--- config.mk ---
export PLATFORM = sky130hd
export DESIGN_NAME = result_spool
export DESIGN_NICKNAME = d
export VERILOG_FILES = /design/src/rtl/spool_pkg.sv /design/src/rtl/spool_edge.sv /design/src/rtl/spool_ring.sv /design/src/rtl/spool_serializer.sv /design/src/rtl/result_spool.sv
export SDC_FILE = /design/constraint.sdc
export NUM_CORES = 1
export LEC_CHECK = 0
export BUFFER_PORTS_ARGS = -buffer_cell sky130_fd_sc_hd__buf_2
export CORE_UTILIZATION = 45
export DETAILED_ROUTE_END_ITERATION = 8
export PLACE_DENSITY = 0.67
export SETUP_SLACK_MARGIN = 0.02
export SYNTH_ARGS = -nofsm -noshare
export SYNTH_HDL_FRONTEND = slang
export SYNTH_SLANG_ARGS = --single-unit
--- constraint.sdc ---
create_clock -name clk -period 3 [get_ports clk]
set_clock_uncertainty 0.05 [all_clocks]
set_input_delay 0.15 -clock clk [delete_from_list [all_inputs] [get_ports clk]]
set_output_delay 0.15 -clock clk [all_outputs]
set_load 0.005 [all_outputs]
--- src/rtl/spool_pkg.sv ---
package spool_pkg;
  localparam int RES_W      = 10;
  localparam int BYTE_W     = 8;
  localparam int LEAD_ZEROS = 4;
  localparam int WORD_W     = 2 * BYTE_W;
  localparam int TAIL_ZEROS = WORD_W - LEAD_ZEROS - RES_W;

  typedef enum logic {
    PH_UPPER = 1'b0,
    PH_LOWER = 1'b1
  } byte_half_e;

  // Build the padded word and return the requested byte of it.
  function automatic logic [BYTE_W-1:0] take_byte(input logic [RES_W-1:0] res,
                                                  input byte_half_e half);
    logic [WORD_W-1:0] word;
    word = {{LEAD_ZEROS{1'b0}}, res, {TAIL_ZEROS{1'b0}}};
    return (half == PH_UPPER) ? word[WORD_W-1:BYTE_W] : word[BYTE_W-1:0];
  endfunction
endpackage

--- src/rtl/spool_edge.sv ---
module spool_edge #(
  parameter logic IDLE = 1'b0
) (
  input  logic clk,
  input  logic rst,
  input  logic pin,
  output logic rise,
  output logic fall
);
  logic now_q;
  logic old_q;

  always_ff @(posedge clk) begin
    if (rst) begin
      now_q <= IDLE;
      old_q <= IDLE;
    end else begin
      now_q <= pin;
      old_q <= now_q;
    end
  end

  assign rise = now_q & ~old_q;
  assign fall = ~now_q & old_q;
endmodule

--- src/rtl/spool_ring.sv ---
module spool_ring #(
  parameter int DEPTH = 16,
  parameter int W     = 10,
  localparam int AW   = (DEPTH > 1) ? $clog2(DEPTH) : 1,
  localparam int CW   = $clog2(DEPTH + 1)
) (
  input  logic          clk,
  input  logic          rst,
  input  logic          push,
  input  logic [W-1:0]  push_data,
  input  logic          pop_req,
  output logic [W-1:0]  head_data,
  output logic [CW-1:0] count,
  output logic          empty,
  output logic          full,
  output logic          drop
);
  logic [W-1:0]  mem [DEPTH];
  logic [AW-1:0] wr_ptr;
  logic [AW-1:0] rd_ptr;
  logic          do_pop;
  logic          grow;
  logic [CW-1:0] cnt_nxt;

  function automatic logic [AW-1:0] bump(input logic [AW-1:0] p);
    return (p == AW'(DEPTH - 1)) ? '0 : p + 1'b1;
  endfunction

  // Plain write port, no reset: maps onto distributed RAM.
  always_ff @(posedge clk) begin
    if (push) mem[wr_ptr] <= push_data;
  end

  assign head_data = mem[rd_ptr];
  assign do_pop    = pop_req & ~empty;
  assign drop      = push & full & ~do_pop;
  assign grow      = push & (~full | do_pop);
  assign cnt_nxt   = count + CW'(grow) - CW'(do_pop);

  always_ff @(posedge clk) begin
    if (rst) begin
      wr_ptr <= '0;
      rd_ptr <= '0;
      count  <= '0;
      empty  <= 1'b1;
      full   <= 1'b0;
    end else begin
      if (push) wr_ptr <= bump(wr_ptr);
      if (do_pop || drop) rd_ptr <= bump(rd_ptr);
      count <= cnt_nxt;
      empty <= (cnt_nxt == '0);
      full  <= (cnt_nxt == CW'(DEPTH));
    end
  end
endmodule

--- src/rtl/spool_serializer.sv ---
module spool_serializer
  import spool_pkg::*;
(
  input  logic             clk,
  input  logic             rst,
  input  logic             cs_fall,
  input  logic             cs_rise,
  input  logic             sclk_rise,
  input  logic             sclk_fall,
  input  logic             store_empty,
  input  logic [RES_W-1:0] head_data,
  input  logic             drop,
  output logic             pop_req,
  output logic             dout
);
  localparam int BCW = $clog2(BYTE_W + 1);

  logic [BYTE_W-1:0] shreg;
  logic [BYTE_W-1:0] fresh;
  logic [BCW-1:0]    edges;
  byte_half_e        half;
  logic              live;
  logic              in_frame;
  logic              dout_q;
  logic              frame_done;

  assign fresh      = store_empty ? '0 : take_byte(head_data, half);
  assign frame_done = cs_rise & in_frame & live & (edges == BCW'(BYTE_W));
  assign pop_req    = frame_done & (half == PH_LOWER);
  assign dout       = dout_q;

  always_ff @(posedge clk) begin
    if (rst) begin
      shreg    <= '0;
      edges    <= '0;
      half     <= PH_UPPER;
      live     <= 1'b0;
      in_frame <= 1'b0;
      dout_q   <= 1'b0;
    end else begin
      if (cs_fall) begin
        dout_q   <= fresh[BYTE_W-1];
        shreg    <= {fresh[BYTE_W-2:0], 1'b0};
        edges    <= '0;
        live     <= ~store_empty;
        in_frame <= 1'b1;
      end else if (in_frame) begin
        if (sclk_rise && edges != BCW'(BYTE_W)) edges <= edges + 1'b1;
        if (sclk_fall) begin
          dout_q <= shreg[BYTE_W-1];
          shreg  <= {shreg[BYTE_W-2:0], 1'b0};
        end
        if (cs_rise) in_frame <= 1'b0;
      end
      if (frame_done) half <= (half == PH_UPPER) ? PH_LOWER : PH_UPPER;
      // Losing the head entry restarts the word and voids the open frame.
      if (drop) begin
        half <= PH_UPPER;
        live <= 1'b0;
      end
    end
  end
endmodule

--- src/rtl/result_spool.sv ---
module result_spool
  import spool_pkg::*;
#(
  parameter int DEPTH = 16,
  localparam int CW   = $clog2(DEPTH + 1)
) (
  input  logic             clk,
  input  logic             rst,
  input  logic             wr_valid,
  input  logic [RES_W-1:0] wr_data,
  input  logic             cs_n,
  input  logic             sclk,
  output logic             dout,
  output logic             empty,
  output logic             full,
  output logic [CW-1:0]    count
);
  localparam int NPINS = 2;
  localparam logic [NPINS-1:0] PIN_IDLE = 2'b01; // [0] cs_n idles high, [1] sclk idles low

  logic [NPINS-1:0] pins;
  logic [NPINS-1:0] rises;
  logic [NPINS-1:0] falls;
  logic             cs_fall, cs_rise, sclk_rise, sclk_fall;
  logic [RES_W-1:0] head_data;
  logic             pop_req;
  logic             drop;

  assign pins = {sclk, cs_n};

  for (genvar g = 0; g < NPINS; g++) begin : g_pin
    spool_edge #(.IDLE(PIN_IDLE[g])) u_edge (
      .clk (clk),
      .rst (rst),
      .pin (pins[g]),
      .rise(rises[g]),
      .fall(falls[g])
    );
  end

  assign cs_fall   = falls[0];
  assign cs_rise   = rises[0];
  assign sclk_fall = falls[1];
  assign sclk_rise = rises[1];

  spool_ring #(.DEPTH(DEPTH), .W(RES_W)) u_ring (
    .clk      (clk),
    .rst      (rst),
    .push     (wr_valid),
    .push_data(wr_data),
    .pop_req  (pop_req),
    .head_data(head_data),
    .count    (count),
    .empty    (empty),
    .full     (full),
    .drop     (drop)
  );

  spool_serializer u_ser (
    .clk        (clk),
    .rst        (rst),
    .cs_fall    (cs_fall),
    .cs_rise    (cs_rise),
    .sclk_rise  (sclk_rise),
    .sclk_fall  (sclk_fall),
    .store_empty(empty),
    .head_data  (head_data),
    .drop       (drop),
    .pop_req    (pop_req),
    .dout       (dout)
  );
endmodule

# Word-level counts from Yosys, hierarchy flattened
# Memories as Yosys holds them, arrays and structs flattened. A register that Yosys moved wholly into a read port is not among the register bits.
# Index checks and enable logic that the tools add are counted.
dict set report word_totals {
  reg_bits 34
  ramBits 160
  mem_count 1
  output_inout_bits 8
}
dict set report op_classes {
  bitwise_logic 20
  reduce_logical 9
  addsub 5
  n_eq_ne 5
  n_mux 18
}
# name depth word_bits rd rd_ports_with_merged_regs write_ports line
set mem_list {}
lappend mem_list {u_ring.mem 16 10 1 1 1 spool_ring.sv:18} ;# logic [W-1:0] mem [DEPTH];
# operator count
set ops {}
lappend ops {{$mux 8} 5}
lappend ops {{$mux 4} 4}
lappend ops {{$add 4x1->4 const B} 3}
lappend ops {{$and 1x1->1} 12}
lappend ops {{$eq 4x4->1 const B} 3}
lappend ops {{$mux 1} 9}
lappend ops {{$not 1->1} 7}
lappend ops {{$add 5x1->5} 1}
lappend ops {{$eq 5x5->1 const B} 1}
lappend ops {{$logic_not 5->1} 1}
lappend ops {{$sub 5x1->5} 1}
lappend ops {{$ne 4x4->1 const B} 1}
lappend ops {{$reduce_and 2->1} 2}
lappend ops {{$reduce_bool 2->1} 2}
lappend ops {{$reduce_or 2->1} 2}
lappend ops {{$logic_and 1x1->1} 1}
lappend ops {{$logic_or 1x1->1} 1}
lappend ops {{$or 1x1->1} 1}

# Logic depth before layout (Yosys ltp)
dict set report depth {
  word_depth 12
  depth_mapped 13
  depth_no_buf 13
}

# Hierarchy
# Synthesis repeated with hierarchy kept, for this count alone.
dict set report unflattened {
  cells_unflattened 458
  area_unflattened_um2 7953.9
}
# module cells_each seq_area_each_um2 area_per_inst_um2 instances
set by_module_without_submodules {}
lappend by_module_without_submodules {spool_ring 357 5185.0 7054.3 1}
lappend by_module_without_submodules {spool_serializer 89 300.3 768.2 1}
lappend by_module_without_submodules {{spool_edge (g_pin[0].u_edge)} 6 40.0 66.3 1}
lappend by_module_without_submodules {{spool_edge (g_pin[1].u_edge)} 6 40.0 65.1 1}

# Worst setup path before layout
# No wires, ideal clock.
dict set report synth_timing {
  kind {flip-flop to flip-flop}
  from {reg u_ser.edges[0]}
  to {reg u_ring.empty}
  path_slack_ns 0.323
  stages_incl_launch_ff 14
  period_less_slack_ns 2.677
  n_path_buf 0
  setup_time_ns 0.116
  arrival_time_ns 2.511
  cell_sequence {dfxtp_1 > inv_1 > ha_1 > nand3b_1 > or3_1 > inv_1 > ha_1 > inv_1 > ha_1 > fa_1 > a21o_1 > a21oi_1 > xnor2_1 > a41o_1}
}
dict set report synth_between {
  elab_chain_cells 9
}
# item line
set synth_lines {}
lappend synth_lines {{from (decl)} spool_serializer.sv:20} ;# logic [BCW-1:0] edges;
lappend synth_lines {{from (signal assigned)} spool_serializer.sv:48} ;# if (sclk_rise && edges != BCW'(BYTE_W)) edges <= edges + 1'b1;
lappend synth_lines {{$eq 4x4->1 (*)} spool_serializer.sv:28} ;# assign frame_done = cs_rise & in_frame & live & (edges == BCW'(BYTE_W));
lappend synth_lines {{$and 1x1->1 (*)} spool_serializer.sv:28}
lappend synth_lines {{$and 1x1->1 (*)} spool_serializer.sv:29} ;# assign pop_req = frame_done & (half == PH_LOWER);
lappend synth_lines {{$and 1x1->1 (*)} spool_ring.sv:35} ;# assign do_pop = pop_req & ~empty;
lappend synth_lines {{$or 1x1->1} spool_ring.sv:37} ;# assign grow = push & (~full | do_pop);
lappend synth_lines {{$and 1x1->1} spool_ring.sv:37}
lappend synth_lines {{$add 5x1->5} spool_ring.sv:38} ;# assign cnt_nxt = count + CW'(grow) - CW'(do_pop);
lappend synth_lines {{$sub 5x1->5 (*)} spool_ring.sv:38}
lappend synth_lines {{$logic_not 5->1 (*)} spool_ring.sv:51} ;# empty <= (cnt_nxt == '0);
lappend synth_lines {{to (signal assigned)} spool_ring.sv:51}
lappend synth_lines {{to (decl)} spool_ring.sv:14} ;# output logic empty,
# Mark *: on every way between the ends. The rest lies on a longest branch, timed or not.
# A chain may end at the register's enable or synchronous reset.

# Final worst setup path
# Ends and elaborated chain as after synthesis.

==> results_dict.tcl <==
set metrics [dict create \
    die_w_um 135.1 \
    grtUsageTotal 0.1919 \
    placed_area_um2 8310 \
    overflow 0 \
    insertion_delay_ns 0.44 \
    async_flop_share 0 \
    hold_class "in -> reg" \
    port_buffers 22 \
    grt_pass1_vias 4160 \
    synth.cell_area_um2 7968 \
    synth.distinct_cells 51 \
    cts_tree "yes" \
    fillers 1408 \
    synthCells 455 \
    synth_top_area_frac 0.6030 \
    mostFrequentLayoutCells "edfxtp_1, dfxtp_1, mux4_2" \
    place_congestion 0.7602 \
    grt.met1_usage 0.2530 \
    cts_root_buffer "clkbuf_16" \
    final_area_um2 8955 \
    synth-seq-cells 198 \
    rows 48 \
    core_area_um2 17300 \
    die_h_um 135.1 \
    synth-main-ff-cell "edfxtp_1" \
    clk_pin_slew_ns 0.07 \
    crit_arrival_ns 3.08 \
    path_class "reg -> reg" \
    power_density_nw_per_um2 686.8 \
    drt-wirelength-per-cell_um 22.28 \
    fin_cells 724 \
    cts_sinks 198 \
    required_ns 3.28 \
    vias 4164 \
    synth-seq-area-share 0.6985 \
    n_antenna_cell 0 \
    finalSetupViolCount 0 \
    status "finished clean" \
    initial_core_util 0.4606 \
    gr-usage-met3 0.03641 \
    vias_per_cell 5.751 \
    drc 0 \
    slew_viol_final 0 \
    critPathMaxFanout 4 \
    pin_count 23 \
    worst-slew-pin-transition_ns 0.8343 \
    power_leakage_nw 2.923 \
    cts_inserted_buffers 17 \
    dieArea_um2 18240 \
    dp.cells 690 \
    grt_busiest_layer "met2" \
    worst_slack_ns 0.2089 \
    final_common_cell "edfxtp_1" \
    final_layout_size_suffix_gt1_frac 0.2184 \
    setup.worst_path.start_class "register" \
    drt.antenna.violating_nets 0 \
    post_cts_buffers 0 \
    yosysTopAreaCell "edfxtp_1" \
    clock.fmax_mhz 358.3 \
    syn_area_per_cell_um2 17.51 \
    preCtsSetupSlack_ns 0.1659 \
    gr-usage-met2 0.3147 \
    grt_pass1_wl_um 24610 \
    ys_top_cells_by_area "edfxtp_1, dfxtp_1, mux4_2" \
    syn_nets 483 \
    slew-limit-headroom 0.4438 \
    clockBufferDepth 2 \
    cpMaxStageDelayCell "or3_4" \
    power_mw 6.150 \
    cp_cell_sequence "inv_1 > ha_1 > nand3b_1 > or3_4 > inv_1 > ha_1 > inv_1 > ha_1 > fa_2 > a21o_1 > a21oi_2 > xnor2_2 > a41o_1" \
    fin_crit_sh 0.9304 \
    max_cap_viol_count 0 \
    ir_drop_uv 434.5 \
    synth_edf_count 160 \
    dp_hpwl_um 9689 \
    detailedRoute.firstIterationViolations 295 \
    critPathMaxStageDelay_ns 0.40 \
    antenna_found_initial 0 \
    period_needed_ns 2.791 \
    ys_warn_count 0 \
    fin_nets 514 \
    cts_max_level 4 \
    grt_max_degree 32 \
    drtPass1Iterations 5 \
    setup_tns_ns 0 \
    area_growth_syn_to_layout_pct 12.39 \
    wl_um 16130 \
    hold_violations 0 \
    endpoint_kind "register" \
]
through the flow:
| stage | hold slack, ns | util |
|---|---|---|
| floorplan | 0.1989 | - |
| global placement | 0.3070 | 0.4805 |
| detailed placement | 0.3063 | 0.4805 |
| CTS | 0.01334 | 0.5163 |
| global route | 0.02140 | 0.5177 |
| finish | 0.03228 | 0.5177 |
cell families (layout without fill, tap and decap cells):
group,count (synthesis),in the layout,synth area share
compound gates,52,52,0.04695
xor+xnor,10,10,0.01099
fa+ha+maj,13,13,0.02136
buf+inv,31,75,0.01979
flops,198,198,0.6985
mux,59,59,0.1391
simple gates,92,92,0.06329
sequential cells by signal, indices dropped and copies added, names as in the netlist, named ones only:
name and cells:
u_ser.dout 1, g_pin.u_edge.now_q 2, u_ser.live 1, u_ring.mem 160, u_ser.half 1, u_ring.empty 1
u_ser.shreg 7, u_ring.wr_ptr 4, u_ser.in_frame 1, u_ring.full 1, u_ser.edges 4, u_ring.rd_ptr 4
u_ring.count 5, g_pin.u_edge.old_q 2
what timing repair did:
action / in CTS / in global routing
endpoints found under the hold margin: 2 / 0
setup endpoints to repair: 0 / 3
gates resized for setup: 0 / 5
hold buffers: 2 / 0
synthesized netlist by cell type (all sizes together) (6+ instances only):
| master | n |
|---|---|
| a211oi | 8 |
| nand2 | 14 |
| and2 | 16 |
| mux4 | 38 |
| dfxtp | 38 |
| buf | 10 |
| xnor2 | 6 |
| nor2 | 25 |
| clkbuf | 8 |
| edfxtp | 160 |
| inv | 13 |
| mux2i | 11 |
| nor2b | 8 |
| ha | 12 |
| o21ai | 9 |
| mux2 | 10 |
cell type report:
class                           instances  area, um^2  share of cell area
Multi-Input combinational cell        226        2270              0.2535
Sequential cell                       198        5568              0.6218
Clock inverter                         10       145.1             0.01621
Timing Repair Buffer                   30       187.7             0.02096
Clock buffer                           22       454.2             0.05072
Inverter                               13       48.80            0.005449
Tap cell                              225       281.5             0.03144
report_power, final:
group | internal, mW | switching (mW) | total, mW
Combinational | 0.334 | 0.345 | 0.679
Clock | 1.35 | 0.991 | 2.34
Sequential | 3.05 | 0.0819 | 3.13
final timing paths:
check | from | slack [ns] | cells past startpoint | end
setup / recovery | u_ser.edges[0]$_SDFFE_PP0P_ | 0.21 | 13 | u_ring.empty$_SDFF_PP1_
hold / removal | wr_data[5] | 0.03 | 1 | u_ring.mem[8][5]$_DFFE_PP_
setup reg to reg | u_ser.edges[0]$_SDFFE_PP0P_ | 0.21 | 13 | u_ring.empty$_SDFF_PP1_
hold reg to reg | g_pin[1].u_edge.now_q$_SDFF_PP0_ | 0.43 | 1 | g_pin[1].u_edge.old_q$_SDFF_PP0_
worst max-delay path: cells and delay by family (launching register included):
family          cells  cell delay [ns]
compound gates      3             0.63
xor+xnor            1             0.11
fa+ha+maj           4             0.85
buf+inv             3             0.19
flops               1             0.34
simple gates        2             0.52
layer usage:
metal,share of wire,up-vias
met4,0.017,0
met5,0,-
met2,0.51,121
met3,0.044,22
met1,0.43,2159
li1,-,1862
No activity file was read; power rests on OpenSTA's default activity.
